### src/rtl/tws_pkg.sv
// Shared types and constants of the two-wire slave address recognizer.
// Assumes a standard 8-bit byte frame on the bus.
package tws_pkg;
    localparam int BYTE_W   = 8;
    localparam int ADDR7_W  = 7;
    localparam int OWN_W    = 10;
    localparam int BITCNT_W = $clog2(BYTE_W) + 1;

    localparam logic [ADDR7_W-1:0] HOST_HDR_ADDR = 7'b0001000;
    localparam logic [ADDR7_W-1:0] DFLT_ADDR     = 7'b1100001;
    localparam logic [ADDR7_W-1:0] ARA_ADDR      = 7'b0001100;
    localparam logic [4:0]         TEN_PREFIX    = 5'b11110;

    typedef enum logic [2:0] {
        ST_IDLE,
        ST_ADR1,
        ST_ACK1,
        ST_ADR2,
        ST_ACK2,
        ST_DATA,
        ST_DACK,
        ST_SKIP
    } tws_state_e;

    typedef struct packed {
        logic own;
        logic host;
        logic dflt;
        logic alert;
    } tws_hits_t;
endpackage

### src/rtl/tws_bus_cond.sv
// Bus condition detector: finds START, STOP and clock edges from the
// sampled lines. Assumes scl_in/sda_in are already synchronized.
module tws_bus_cond (
    input  logic clk,
    input  logic rst_n,
    input  logic scl_in,
    input  logic sda_in,
    output logic start_det,
    output logic stop_det,
    output logic scl_rise,
    output logic scl_fall
);
    logic scl_q;
    logic sda_q;

    // Keep the previous sample of both lines (idle bus is high).
    always_ff @(posedge clk) begin
        if (!rst_n) begin
            scl_q <= 1'b1;
            sda_q <= 1'b1;
        end else begin
            scl_q <= scl_in;
            sda_q <= sda_in;
        end
    end

    // Data edges while the clock stays high are bus conditions.
    always_comb begin
        start_det = scl_q && scl_in && sda_q && !sda_in;
        stop_det  = scl_q && scl_in && !sda_q && sda_in;
        scl_rise  = !scl_q && scl_in;
        scl_fall  = scl_q && !scl_in;
    end
endmodule

### src/rtl/tws_addr_cmp.sv
// Address comparator: judges a received byte against the own address and
// the enabled special addresses. The first byte is compared on bits 7:1;
// the second byte of a 10-bit address is compared whole.
module tws_addr_cmp
    import tws_pkg::*;
(
    input  logic [BYTE_W-1:0] byte_in,
    input  logic              is_second,
    input  logic              cfg_ten_bit,
    input  logic [OWN_W-1:0]  cfg_own_addr,
    input  logic              cfg_host_en,
    input  logic              cfg_dflt_en,
    input  logic              cfg_alert,
    output tws_hits_t         hits,
    output logic              ten_hdr,
    output logic              hit_any
);
    logic [ADDR7_W-1:0] a7;

    // Evaluate every comparator for the byte kind being judged.
    always_comb begin
        a7      = byte_in[BYTE_W-1:1];
        hits    = '0;
        ten_hdr = 1'b0;
        if (is_second) begin
            hits.own = cfg_ten_bit && (byte_in == cfg_own_addr[BYTE_W-1:0]);
        end else begin
            hits.own   = !cfg_ten_bit && (a7 == cfg_own_addr[ADDR7_W-1:0]);
            hits.host  = cfg_host_en && (a7 == HOST_HDR_ADDR);
            hits.dflt  = cfg_dflt_en && (a7 == DFLT_ADDR);
            hits.alert = cfg_alert && (a7 == ARA_ADDR);
            ten_hdr    = cfg_ten_bit && (a7[6:2] == TEN_PREFIX)
                         && (a7[1:0] == cfg_own_addr[OWN_W-1:BYTE_W]);
        end
        hit_any = (|hits) || ten_hdr;
    end
endmodule

### src/rtl/tws_byte_cnt.sv
// Up/down byte counter with wrap-around and a synchronous clear.
// Assumes step is a single-cycle pulse per transferred byte.
module tws_byte_cnt #(
    parameter int CNT_W = 8
) (
    input  logic             clk,
    input  logic             rst_n,
    input  logic             clr,
    input  logic             step,
    input  logic             up,
    output logic [CNT_W-1:0] cnt
);
    localparam logic [CNT_W-1:0] ONE = CNT_W'(1);

    // Step the count in the selected direction.
    always_ff @(posedge clk) begin
        if (!rst_n || clr) begin
            cnt <= '0;
        end else if (step) begin
            cnt <= up ? cnt + ONE : cnt - ONE;
        end
    end
endmodule

### src/rtl/tws_addr_matcher.sv
// Two-wire slave address recognizer. It follows the address phase after
// each START, acknowledges own and enabled SMBus special addresses,
// optionally stretches the clock on a match, acknowledges write data
// with a configurable level and counts data bytes.
// Assumes sampled lines and configuration held stable during a transfer.
module tws_addr_matcher
    import tws_pkg::*;
#(
    parameter int CNT_W = 8
) (
    input  logic             clk,
    input  logic             rst_n,
    input  logic             scl_in,
    input  logic             sda_in,
    input  logic             cfg_ten_bit,
    input  logic [9:0]       cfg_own_addr,
    input  logic             cfg_stretch_en,
    input  logic             cfg_count_up,
    input  logic             cfg_data_nack,
    input  logic             cfg_host_en,
    input  logic             cfg_dflt_en,
    input  logic             cfg_alert,
    input  logic             sw_reset,
    input  logic             stretch_release,
    output logic             sda_pd,
    output logic             scl_pd,
    output logic             alert_pd,
    output logic             rw_dir,
    output logic             hit_own,
    output logic             hit_host,
    output logic             hit_dflt,
    output logic             hit_alert,
    output logic [CNT_W-1:0] byte_cnt
);
    localparam logic [BITCNT_W-1:0] FULL = BITCNT_W'(BYTE_W);

    tws_state_e          state;
    logic [BYTE_W-1:0]   shreg;
    logic [BITCNT_W-1:0] bitcnt;
    logic                ten_path;
    logic                hold;
    tws_hits_t           hit_q;
    logic                start_det, stop_det, scl_rise, scl_fall;
    tws_hits_t           cmp_hits;
    logic                cmp_ten_hdr, cmp_any;
    logic                cnt_step;
    logic                byte_done;

    tws_bus_cond i_cond (
        .clk       (clk),
        .rst_n     (rst_n),
        .scl_in    (scl_in),
        .sda_in    (sda_in),
        .start_det (start_det),
        .stop_det  (stop_det),
        .scl_rise  (scl_rise),
        .scl_fall  (scl_fall)
    );

    tws_addr_cmp i_cmp (
        .byte_in      (shreg),
        .is_second    (state == ST_ADR2),
        .cfg_ten_bit  (cfg_ten_bit),
        .cfg_own_addr (cfg_own_addr),
        .cfg_host_en  (cfg_host_en),
        .cfg_dflt_en  (cfg_dflt_en),
        .cfg_alert    (cfg_alert),
        .hits         (cmp_hits),
        .ten_hdr      (cmp_ten_hdr),
        .hit_any      (cmp_any)
    );

    // A data byte ends when the clock falls after its acknowledge bit.
    assign cnt_step = (state == ST_DACK) && scl_fall && !start_det
                      && !stop_det && !sw_reset;

    tws_byte_cnt #(.CNT_W(CNT_W)) i_cnt (
        .clk   (clk),
        .rst_n (rst_n),
        .clr   (sw_reset),
        .step  (cnt_step),
        .up    (cfg_count_up),
        .cnt   (byte_cnt)
    );

    // Eight bits shifted and the clock now low: time to decide.
    assign byte_done = scl_fall && (bitcnt == FULL);

    // Protocol sequencer: shifting, acknowledge decisions, stretch, aborts.
    always_ff @(posedge clk) begin
        if (!rst_n || sw_reset) begin
            state    <= ST_IDLE;
            shreg    <= '0;
            bitcnt   <= '0;
            ten_path <= 1'b0;
            hold     <= 1'b0;
            hit_q    <= '0;
            sda_pd   <= 1'b0;
            rw_dir   <= 1'b0;
        end else if (start_det || stop_det) begin
            state  <= start_det ? ST_ADR1 : ST_IDLE;
            bitcnt <= '0;
            hold   <= 1'b0;
            hit_q  <= '0;
            sda_pd <= 1'b0;
        end else begin
            if (stretch_release) begin
                hold <= 1'b0;
            end
            unique case (state)
                ST_ADR1, ST_ADR2, ST_DATA: begin
                    if (scl_rise && bitcnt != FULL) begin
                        shreg  <= {shreg[BYTE_W-2:0], sda_in};
                        bitcnt <= bitcnt + 1'b1;
                    end else if (byte_done) begin
                        if (state == ST_ADR1) begin
                            if (cmp_any) begin
                                sda_pd   <= 1'b1;
                                state    <= ST_ACK1;
                                ten_path <= cmp_ten_hdr;
                                rw_dir   <= shreg[0];
                                hit_q    <= cmp_hits;
                            end else begin
                                state <= ST_SKIP;
                            end
                        end else if (state == ST_ADR2) begin
                            if (cmp_hits.own) begin
                                sda_pd    <= 1'b1;
                                state     <= ST_ACK2;
                                hit_q.own <= 1'b1;
                            end else begin
                                state <= ST_SKIP;
                            end
                        end else begin
                            sda_pd <= !rw_dir && !cfg_data_nack;
                            state  <= ST_DACK;
                        end
                    end
                end
                ST_ACK1: begin
                    if (scl_fall) begin
                        sda_pd <= 1'b0;
                        bitcnt <= '0;
                        if (ten_path) begin
                            state <= ST_ADR2;
                        end else begin
                            state <= ST_DATA;
                            hold  <= cfg_stretch_en && !stretch_release;
                        end
                    end
                end
                ST_ACK2: begin
                    if (scl_fall) begin
                        sda_pd <= 1'b0;
                        bitcnt <= '0;
                        state  <= ST_DATA;
                        hold   <= cfg_stretch_en && !stretch_release;
                    end
                end
                ST_DACK: begin
                    if (scl_fall) begin
                        sda_pd <= 1'b0;
                        bitcnt <= '0;
                        state  <= ST_DATA;
                    end
                end
                default: begin
                end
            endcase
        end
    end

    // Alert line follows its configuration bit, dropped by software reset.
    always_ff @(posedge clk) begin
        if (!rst_n) begin
            alert_pd <= 1'b0;
        end else begin
            alert_pd <= cfg_alert && !sw_reset;
        end
    end

    assign scl_pd    = hold;
    assign hit_own   = hit_q.own;
    assign hit_host  = hit_q.host;
    assign hit_dflt  = hit_q.dflt;
    assign hit_alert = hit_q.alert;
endmodule

### config.mk
export PLATFORM = sky130hd
export DESIGN_NAME = tws_addr_matcher
export DESIGN_NICKNAME = d
export VERILOG_FILES = /design/src/rtl/tws_pkg.sv /design/src/rtl/tws_bus_cond.sv /design/src/rtl/tws_addr_cmp.sv /design/src/rtl/tws_byte_cnt.sv /design/src/rtl/tws_addr_matcher.sv
export SDC_FILE = /design/constraint.sdc
export NUM_CORES = 1
export LEC_CHECK = 0
export ABC_AREA = 0
export BUFFER_PORTS_ARGS = -buffer_cell sky130_fd_sc_hd__buf_2
export CAP_MARGIN = 25
export CORE_MARGIN = 2
export CORE_UTILIZATION = 29
export CTS_CLUSTER_SIZE = 14
export DETAILED_ROUTE_END_ITERATION = 16
export SKIP_CTS_REPAIR_TIMING = 1
export SLEW_MARGIN = 20
export SYNTH_ARGS = -nofsm -noshare
export SYNTH_HDL_FRONTEND = slang
export SYNTH_SLANG_ARGS = --single-unit
### constraint.sdc
create_clock -name clk -period 3.9 [get_ports clk]
set_clock_uncertainty 0.2 [all_clocks]
set_input_delay 0.78 -clock clk [delete_from_list [all_inputs] [get_ports clk]]
set_output_delay 0.78 -clock clk [all_outputs]
set_load 0.02 [all_outputs]
== Word-level counts from Yosys, hierarchy flattened ==
Cells that the tools add are included.

* Register bits after elaboration: 34
* Input port bits: 23
* Output and inout port bits: 16

* Add/subtract/negate cells: 3
* Eq/ne operators: 26
* Muxes and demuxes: 35
* Bitwise operators: 2
* Reductions and logical operators: 54

{| class="wikitable"
|+ Operators by type and width
! operator !! number
|-
| $mux 3 || 10
|-
| $logic_and 1x1->1 || 23
|-
| $reduce_and 6->1 || 3
|-
| $mux 1 || 16
|-
| $eq 7x4->1 const B || 2
|-
| $logic_not 1->1 || 12
|-
| $mux 4 || 3
|-
| $ne 3x3->1 const B || 4
|-
| $reduce_and 5->1 || 2
|-
| $eq 3x3->1 const B || 3
|-
| $pmux 3 s3 || 1
|-
| $add 8x1->8 const B || 1
|-
| $eq 8x8->1 || 1
|-
| $mux 8 || 1
|-
| $ne 2x2->1 const B || 4
|-
| $ne 4x4->1 const B || 2
|-
| $pmux 4 s2 || 1
|-
| $sub 8x1->8 const B || 1
|-
| $eq 7x7->1 || 1
|-
| $eq 7x7->1 const B || 1
|-
| $eq 3x2->1 const B || 2
|-
| $reduce_and 3->1 || 2
|-
| $reduce_bool 2->1 || 3
|-
| $reduce_or 3->1 || 2
|-
| 14 further kinds || 19
|}

== Logic depth before layout (Yosys ltp) ==
* Depth in word-level cells: 11
* Gate-level depth with buffers: 8
* Mapped depth without buffers: 8

== Hierarchy ==
A second synthesis with hierarchy kept.

* Cells, all modules: 253
* Area, all modules: 2168.3 µm²

{| class="wikitable"
|+ By module, submodules not included
! module !! instances !! cells each !! area each (µm²)
|-
| tws_addr_matcher || 1 || 136 || 1187.4
|-
| tws_byte_cnt || 1 || 68 || 603.1
|-
| tws_addr_cmp || 1 || 41 || 292.8
|-
| tws_bus_cond || 1 || 8 || 85.1
|}

== Least setup slack after synthesis ==
No wires, ideal clock.

* Path kind: input to register
* Start point: in cfg_own_addr[0]
* End point: reg sda_pd
* Setup time: 0.059 ns
* Data arrival time: 2.424 ns
* Required time: 3.641 ns
* Path slack: 1.217 ns
* Stages: 6
* Path buffers: 0
* Cell sequence: xnor2_1 nand3_1 or4_2 and4_4 or4_1 nand2_1

* Word-level cells in the longest chain between the ends: 7

{| class="wikitable"
|+ Ends and longest elaborated chain
! what !! RTL line !! text
|-
| from (decl) || tws_addr_matcher.sv:16 || <nowiki>input logic [9:0] cfg_own_addr,</nowiki>
|-
| $eq 8x8->1 / $eq 7x7->1 (equally long branches) || tws_addr_cmp.sv:26, tws_addr_cmp.sv:28 ||
|-
| $logic_and 1x1->1 (on tied branches) || tws_addr_cmp.sv:26, tws_addr_cmp.sv:28 ||
|-
| $mux 1 (*) || tws_addr_cmp.sv:25 || <nowiki>if (is_second) begin</nowiki>
|-
| $reduce_or 4->1 || tws_addr_cmp.sv:35 || <nowiki>hit_any = (|hits) || ten_hdr;</nowiki>
|-
| $logic_or 1x1->1 || tws_addr_cmp.sv:35 ||
|-
| $ne 3x3->1 (no source line) || n/a ||
|-
| $reduce_and 6->1 (no source line) (*) || n/a ||
|-
| to (signal assigned) || tws_addr_matcher.sv:135 || <nowiki>sda_pd <= !rw_dir && !cfg_data_nack;</nowiki>
|-
| to (decl) || tws_addr_matcher.sv:25 || <nowiki>output logic sda_pd,</nowiki>
|}

Every way passes the cells marked *; elsewhere a longest branch is shown, timed or not.
A chain may end at the register's enable or synchronous reset.

== Final worst setup path ==
* Start point: reg state[0]
* End point: reg sda_pd

* Word-level cells in the longest chain between the ends: 6

{| class="wikitable"
|+ Ends and longest elaborated chain
! what !! RTL line !! text
|-
| from (decl) || tws_addr_matcher.sv:37 || <nowiki>tws_state_e state;</nowiki>
|-
| from (signal assigned) || tws_addr_matcher.sv:101 || <nowiki>state <= start_det ? ST_ADR1 : ST_IDLE;</nowiki>
|-
| $eq 3x2->1 || tws_addr_matcher.sv:62, tws_addr_matcher.sv:110, tws_addr_matcher.sv:126 ||
|-
| $mux 3 (tied with other cells) || tws_addr_cmp.sv:25 ||
|-
| $reduce_or 4->1 / $mux 1 (equally long branches) || tws_addr_cmp.sv:35, tws_addr_matcher.sv:116 ||
|-
| $logic_or 1x1->1 / $mux 1 (equally long branches) || tws_addr_cmp.sv:35, tws_addr_matcher.sv:115 ||
|-
| $ne 3x3->1 (no source line) / $mux 1 (equally long branches) || n/a ||
|-
| $reduce_and 6->1 (no source line) / $pmux 1 s2 (equally long branches) || n/a ||
|}

Several ways; a longest one is shown, not always the timed one. The select of a mux whose other input is x is not followed.

==> results.md <==
- Power Density: 266.3 nW/um2
- Worst Path Required: 3.93 ns
- Critical path fanouts, max: 13
- Multi-input gate area: 1329 um2
- Max Clk Rate: 370.3 MHz
- Fin Setup TNS: 0 ns
- Clock tree buffer depth: 2
- Startpoint types: flip-flop
- IO Port Bufs: 38
- DR vias: 1866
- Vias per Instance: 4.859
- Worst slew pin tran: 0.8081 ns
- Asr flop ratio synth: 0%
- Vias in the first global route: 1740
- Worst Hold Class: flip-flop to flip-flop
- Status: finished, final reports clean
- Routability cong.: 0.7967
- Global-route wire length before repair: 8452 um
- Clk_lat worst skew: 0.29 ns
- Routed wire per std cell: 13.23 um
- Root Buffer: clkbuf_8
- Mapped Area: 2118 um2
- Post-synthesis area per instance: 8.473 um2
- Synthesized flop and latch total: 34
- Seq/Total Area, Yosys: 32.13%
- Worst reg-to-reg setup slack: 1.20 ns
- CP endpoint kind: flip-flop
- Max_slew headroom: 46.12%
- R2R cell count: 6
- I/O pin count: 39
- Placeable Area: 7176 um2
- Worst hold endpoint: hit_alert
- GR Overflow Total: 0
- Fin area: 2445 um2
- Register area: 680.7 um2
- Hold depth: 2
- Residual DRC: 0
- Reg-to-reg endpoint: sda_pd
- Initial DRC Count: 116
- Clk pin slew, worst setup/hold paths: 0.07 ns
- Hold Startpoint: hit_alert
- Synthesized instance count: 250
- Starting Density: 29.52%
- GRT Util Overall: 13.61%
- Unrepaired setup endpoints after global routing: no
- R2r startpoint: state[0]
- Non-Filler Instances: 384
- Die Ht: 89.47 um
- Synthesized net count: 282
- Initial antenna violation count: 0
- Die ar.: 8004 um2
- H-Tree Level Count: 2
- Fillers: 763
- Layout cells sized above 1: 18.60%
- Final Max Tran Viols: 0
- Tcrit/Tclk final: 69.25%
- Die Wd: 89.47 um
- Final Setup Violations: 0
- Hpwl dp: 3914 um
- Routed WL: 5082 um
- Cell Rows: 31
- Final hold violation count: 0
- Max cap viols: 0
- CTS tree: built
- Nets: 317
- Yosys cell types: 56
- Synth Flop Type: dfxtp_1
- Core Util, Final: 34.07%
- Syn. warnings: 0
- Drt pass-1 iters: 4
- Sink Count: 34
- Min Tclk post-route: 2.701 ns
- EDFF count, synth: 0
- WS Path Type: flip-flop to flip-flop
- Synthesis-to-finish area growth: 15.42%
- Placed cells: 377
- Maximum VDD drop: 0.0001097 V
- Largest net degree at the start of global routing: 22
- Placement Cell Area: 2369 um2
- Diode count: 0
- CP arrival: 2.73 ns
- CTS Buf Count: 5
- Post-route ant nets: 0
- Leakage Power: 0.9918 nW
worst max-delay path: stages, from the launching register on:
cell and delay, ns:
dfxtp_1 0.58, inv_1 0.21, or3b_1 0.41, a21oi_1 0.43
or2b_1 0.29, or4_1 0.46, nand2_1 0.07
placed cells by master (no fill, tap or decap), drive strengths merged, types with 3 or more instances in the layout:
master   n
xnor2   15
o211ai   3
nor3     6
clkbuf   7
nand2   21
nand3    9
nor4     5
dfxtp   34
nand2b   5
a21oi   18
buf     40
nor2    26
mux2i   10
and4     3
ha       8
or3      3
o21ai    8
a31oi    4
xor2     8
nand4    7
or4      5
inv      8
flip-flops by register name, summed over array words and instances (netlist names):
name / cells
i_cond.scl_q: 1
alert_pd: 1
hit_dflt: 1
scl_pd: 1
i_cnt.cnt: 8
i_cond.sda_q: 1
rw_dir: 1
ten_path: 1
hit_own: 1
bitcnt: 4
shreg: 8
sda_pd: 1
hit_alert: 1
hit_host: 1
state: 3
cell type report:
| cell class | count | area share [%] |
|---|---|---|
| well taps | 99 | 5.067 |
| repair buffers | 40 | 8.393 |
| multi-input cells | 196 | 54.35 |
| flip-flops and latches | 34 | 27.84 |
| inverters | 8 | 1.228 |
| clock buffers | 7 | 3.122 |
cell usage after synthesis (3+ instances only):
cell	n	area share [%]
or3_1	3	0.89
o211ai_1	3	1.1
mux2i_1	10	4.7
inv_1	8	1.4
nor2_1	26	4.6
a31oi_1	3	0.89
nand2_1	21	3.7
a21oi_1	18	4.3
xnor2_1	15	6.2
nand4_1	7	2.1
o21ai_0	4	0.95
buf_4	4	1.4
ha_1	8	4.7
nor4_1	5	1.5
nor3_1	6	1.4
xor2_1	8	3.3
nand2b_1	5	1.5
o21ai_1	4	0.95
nand3_1	9	2.1
dfxtp_1	34	32
clkbuf_1	3	0.53
or4_1	3	1.1
worst max-delay path by stage:
stage                          from      endpoint  slack (ns)
floorplan           cfg_own_addr[0]        sda_pd        1.22
global placement    cfg_own_addr[4]      hit_dflt        1.01
detailed placement     cfg_count_up  i_cnt.cnt[7]        0.99
CTS                        state[0]        sda_pd        1.20
global route               state[0]        sda_pd        1.03
finish                     state[0]        sda_pd        1.20
cells by family (layout without fill, tap and decap cells):
group	Yosys count	count (layout)	synth area share (%)
AND/OR/NAND/NOR	107	107	27.59
XOR/XNOR	23	23	9.510
flip-flops	34	34	32.13
adder cells (fa/ha/maj)	9	9	5.671
multiplexers	11	11	5.257
buffers and inverters	20	55	5.139
AO/OA/AOI/OAI	46	46	14.71
through the flow:
step | hold slack, ns | total power, mW | worst slack, ns
finish | 0.2521 | 0.6510 | 1.199
detailed placement | 0.2439 | 0.4158 | 0.9921
global placement | 0.2418 | 0.4152 | 1.010
floorplan | 0.2480 | 0.3920 | 1.217
global route | 0.2704 | 0.6829 | 1.026
CTS | 0.2547 | 0.6605 | 1.201
layer usage:
layer / up-vias / track usage, % / routed length [um]
li1: 967 / - / -
met1: 856 / 18.43 / 2510
met2: 37 / 21.14 / 2299
met3: 6 / 2.955 / 191
met4: 0 / 5.156 / 80
met5: - / 0 / 0
power breakdown:
group          switching (mW)  internal (mW)  total [mW]
clock                   0.121          0.123       0.243
combinational          0.0322         0.0239      0.0561
sequential            0.00251          0.349       0.352
Power figures use the tool's default switching activity.
